==> src/rtl/irq_throttle.sv <==
module irq_throttle #(
  parameter int CAUSE_W  = 32,
  parameter int CNT_W    = 24,
  parameter int TXDW_BIT = 0,
  parameter int TXQE_BIT = 1,
  parameter int RXT_BIT  = 7
) (
  input  logic               clk,
  input  logic               rst_n,
  input  logic               tick,
  input  logic [CAUSE_W-1:0] pend,
  input  logic               ide_set,
  input  logic               mit_dis,
  input  logic               wr_en,
  input  logic [1:0]         wr_sel,
  input  logic [31:0]        wr_data,
  output logic [31:0]        rd_data,
  output logic               irq
);
  localparam int DLY_W = 18;

  logic [15:0] thr_q, rxa_q, txa_q, rxt_q;
  logic ide_q, win_q, irq_q;
  logic [CNT_W-1:0] cnt_q;

  function automatic logic [DLY_W-1:0] pick(input logic [DLY_W-1:0] a, input logic [DLY_W-1:0] b);
    if (a == '0) return b;
    if (b == '0) return a;
    return (a < b) ? a : b;
  endfunction

  wire any  = |pend;
  wire rise = !irq_q && any;
  wire calc = rise && !win_q && !mit_dis;

  wire [DLY_W-1:0] c_tx  = (ide_q && (pend[TXDW_BIT] || pend[TXQE_BIT])) ? {txa_q, 2'b00} : '0;
  wire [DLY_W-1:0] c_rx  = ((rxt_q != 16'd0) && pend[RXT_BIT]) ? {rxa_q, 2'b00} : '0;
  wire [DLY_W-1:0] c_thr = {2'b00, thr_q};
  wire [DLY_W-1:0] dly   = pick(pick(c_tx, c_rx), c_thr);

  always_ff @(posedge clk) begin
    if (!rst_n) begin
      irq_q <= 1'b0;
      ide_q <= 1'b0;
      win_q <= 1'b0;
      cnt_q <= '0;
    end else begin
      irq_q <= (rise && win_q) ? 1'b0 : any;
      ide_q <= (ide_q && !calc) || ide_set;
      if (calc && dly != '0) begin
        win_q <= 1'b1;
        cnt_q <= CNT_W'(dly);
      end else if (win_q && tick) begin
        cnt_q <= cnt_q - CNT_W'(1);
        if (cnt_q == CNT_W'(1)) win_q <= 1'b0;
      end
    end
  end

  always_ff @(posedge clk) begin
    if (!rst_n) begin
      thr_q <= '0;
      rxa_q <= '0;
      txa_q <= '0;
      rxt_q <= '0;
    end else if (wr_en) begin
      case (wr_sel)
        2'd0: thr_q <= wr_data[15:0];
        2'd1: rxa_q <= wr_data[15:0];
        2'd2: txa_q <= wr_data[15:0];
        default: rxt_q <= wr_data[15:0];
      endcase
    end
  end

  always_comb begin
    case (wr_sel)
      2'd0: rd_data = {16'd0, thr_q};
      2'd1: rd_data = {16'd0, rxa_q};
      2'd2: rd_data = {16'd0, txa_q};
      default: rd_data = {16'd0, rxt_q};
    endcase
  end

  assign irq = irq_q;

  p_fall_passes_r4: assert property (@(posedge clk) disable iff (!rst_n)
    !any |=> !irq_q);
  p_hold_in_window_r5: assert property (@(posedge clk) disable iff (!rst_n)
    (win_q && !irq_q && any) |=> !irq_q);
  p_open_with_edge_r3: assert property (@(posedge clk) disable iff (!rst_n)
    $rose(win_q) |-> irq_q);
  p_flag_set_r9: assert property (@(posedge clk) disable iff (!rst_n)
    ide_set |=> ide_q);
  p_no_open_when_off_r10: assert property (@(posedge clk) disable iff (!rst_n)
    (mit_dis && !win_q) |=> !win_q);
endmodule

==> config.mk <==
export PLATFORM = sky130hd
export DESIGN_NAME = irq_throttle
export DESIGN_NICKNAME = d
export VERILOG_FILES = /design/src/rtl/irq_throttle.sv
export SDC_FILE = /design/constraint.sdc
export NUM_CORES = 1
export LEC_CHECK = 0
export ABC_AREA = 1
export CORE_MARGIN = 5
export CORE_UTILIZATION = 40
export CTS_CLUSTER_SIZE = 16
export DETAILED_ROUTE_END_ITERATION = 6
export PLACE_DENSITY = 0.6
export SLEW_MARGIN = 30
export SYNTH_ARGS = -nofsm -noshare
export SYNTH_HDL_FRONTEND = slang
export SYNTH_SLANG_ARGS = --single-unit
==> constraint.sdc <==
create_clock -name clk -period 7.2 [get_ports clk]
set_input_delay 1.44 -clock clk [delete_from_list [all_inputs] [get_ports clk]]
set_output_delay 1.44 -clock clk [all_outputs]
set_load 0.03 [all_outputs]
==> impl_metrics.py <==
metrics = {
    "final_layout": {
        "final_common_cell": "nand2_1",
        "drive_gt1_share_pct": 7.62,
        "final_cell_mix": "nand2_1, inv_1, nor2_1",
        "fin_nets": 1107,
        "area_delta_synth_final_pct": 17.6,
        "stdcell_area_sq_mm": 0.00737,
        "num_antenna_cells": 0,
    },
    "cts": {
        "cts-root-buf": "clkbuf_16",
        "cts_setup_buffers": 0,
        "cts_tree": "done",
        "htreeDepth": 3,
        "clockBufferDepth": 2,
        "ctsHoldBuffers": 0,
        "clk_latency_ns": 0.35,
        "cts_inserted_buffers": 9,
        "clkSinkCount": 91,
        "postCtsResizedCells": 0,
        "path_clk_slew_ns": 0.07,
    },
    "floorplan": {
        "die_w_microns": 135,
        "start_util_pct": 40.9,
        "pin_count": 105,
        "fp-row-count": 45,
        "die_area_sq_mm": 0.0183,
        "core_area_sq_mm": 0.0153,
        "fp.dieH_microns": 135,
    },
    "setup_path": {
        "setup.worst_path.end_class": "flop",
        "cp_common_cell": "nand2_1",
        "slowest_delay_ns": 0.59,
        "cp.required_ns": 7.40,
        "cp.arrival_ns": 6.70,
        "start_kind": "input pin",
        "worstPathMaxFanout": 38,
        "crit_type": "input pin to flop",
        "critPathSlowestCell": "clkdlybuf4s50_1",
    },
    "synth": {
        "ys_seq_elements": 91,
        "ys_seq_area_share_pct": 29.1,
        "postSynthCellCount": 954,
        "synth_area_sq_mm": 0.00627,
        "synth_flop_cell": "dfxtp_1",
        "synth_edf_count": 0,
        "synth.avg_cell_area_sq_um": 6.57,
        "ys_types": 45,
        "async_reset_ff_share_pct": 0,
        "yosysWarnings": 0,
    },
    "placed_design": {
        "place_congestion": 0.930,
        "hpwl_microns": 14800,
        "portBuffers": 72,
        "place_ws_ns": 0.439,
        "dpl_cell_area_sq_mm": 0.00707,
    },
    "power_and_ir_drop": {
        "p_seq_share_pct": 33.5,
        "totalPowerFinal_uw": 1770,
        "power_leakage_uw": 0.00307,
        "clock_power_share_pct": 27.4,
        "comb_power_share_pct": 39.1,
        "vdd_drop_max_uv": 116,
        "switchingPower_uw": 706,
        "powerDensity_mw_per_mm2": 240,
        "switching_share_pct": 40.0,
        "power.internal_uw": 1060,
    },
    "detailed_routing": {
        "first_pass_iters": 4,
        "viasPerCell": 5.19,
        "vias": 6336,
        "drtAntennaViolNets": 0,
        "wl_per_cell_microns": 16.1,
        "drtIter0Drc": 466,
        "drc": 0,
        "drt-total-wl_microns": 19700,
    },
    "global_route": {
        "busiest_layer": "met2",
        "gr-usage-met1_pct": 30.3,
        "grtUsageMet2_pct": 32.8,
        "gr-usage-all-layers_pct": 21.5,
        "grt_pass1_wl_microns": 31000,
        "grt_pass1_vias": 5756,
        "grt.overflow.total": 0,
        "grt_use_met3_pct": 4.42,
        "grt_max_degree": 68,
        "antenna_found_initial": 0,
    },
    "min_path": {
        "hold_path.class": "flop to flop",
    },
    "sta": {
        "rsz0062_at_grt": "false",
        "fin_worst_skew_ns": 0.00576,
        "fmax_mhz": 154,
        "finalSetupViolations": 0,
        "setup_ws_ns": 0.707,
        "slew_viol_final": 0,
        "hold_viol_final": 0,
        "min_period_over_period_pct": 90.2,
        "slew_headroom_pct": 38.9,
        "fin_crit_ns": 6.49,
        "tightestPinTransition_ns": 0.915,
        "fin_setup_tns_ns": 0,
    },
    "flow_run": {
        "cap_violations": 0,
    },
    "status": {
        "outcome": "finished, final reports clean",
    },
}
flip-flops by register name (all words and copies together) (netlist names):
register  flops
cnt_q        24
irq           1
thr_q        16
rxt_q        16
win_q         1
txa_q        16
rxa_q        16
ide_q         1
critical path: cells and delay by family:
family | cells | cell delay, ns
AOI/OAI and AO/OA | 5 | 0.69
adders and majority gates | 2 | 0.60
buffers and inverters | 3 | 0.92
and+or+nand+nor | 23 | 3.03
cell usage after synthesis (all sizes together) (16+ instances only):
| cell | count | share of area, % |
|---|---|---|
| clkbuf | 28 | 1.7 |
| buf | 31 | 3.8 |
| nor2 | 111 | 6.8 |
| ha | 30 | 6.0 |
| a21oi | 107 | 9.0 |
| nand2 | 182 | 12 |
| nand4 | 29 | 2.9 |
| nand3 | 65 | 6.1 |
| inv | 119 | 7.1 |
| o21ai | 89 | 7.4 |
| dfxtp | 91 | 29 |
| nor4 | 16 | 1.8 |
cell type report:
class / count / area (sq um)
Fill cell: 1640 / 7940
Multi-Input combinational cell: 700 / 3720
Sequential cell: 91 / 1820
Timing Repair Buffer: 84 / 821
Inverter: 119 / 447
Tap cell: 211 / 264
Clock buffer: 10 / 229
Clock inverter: 6 / 63.8
power by group through the flow:
stage | logic [uW] | registers, uW | clock network [uW]
6_report | 691 | 593 | 484
5_1_grt | 770 | 599 | 517
4_1_cts | 686 | 592 | 492
3_5_place_dp | 683 | 603 | 0
3_3_place_gp | 679 | 603 | 0
2_1_floorplan | 536 | 592 | 0
logic make-up (layout without fill, tap and decap cells):
group	count (synthesis)	count (layout)	share of synthesized area, %
compound gates	223	223	19.5
xor+xnor	15	15	2.10
fa+ha+maj	30	30	5.99
buf+inv	178	219	12.6
flops	91	91	29.1
other cells	1	16	0.0598
simple gates	416	416	30.7
per-stage QoR:
stage	util [%]	std cells	hold WS (ns)
6_report	48.1	1221	0.471
3_5_place_dp	46.2	1205	0.457
2_1_floorplan	-	969	0.439
4_1_cts	48.1	1221	0.468
3_3_place_gp	46.2	1205	0.451
5_1_grt	48.1	1221	0.501
layer usage:
layer | wire length (microns) | vias to the layer above
li1 | - | 3245
met1 | 9430 | 2858
met2 | 8400 | 205
met3 | 1460 | 28
met4 | 368 | 0
met5 | 0 | -
path summary, 6_finish.rpt:
| path | startpoint | to | slack, ns | cells after the start |
|---|---|---|---|---|
| setup / recovery | pend[7] | cnt_q[3] | 0.71 | 33 |
| setup reg to reg | rxt_q[13] | cnt_q[3] | 1.71 | 36 |
| hold / removal | rxt_q[2] | rxt_q[2] | 0.47 | 2 |
| hold reg to reg | rxt_q[2] | rxt_q[2] | 0.47 | 2 |
No activity file was read; power rests on OpenSTA's default activity.
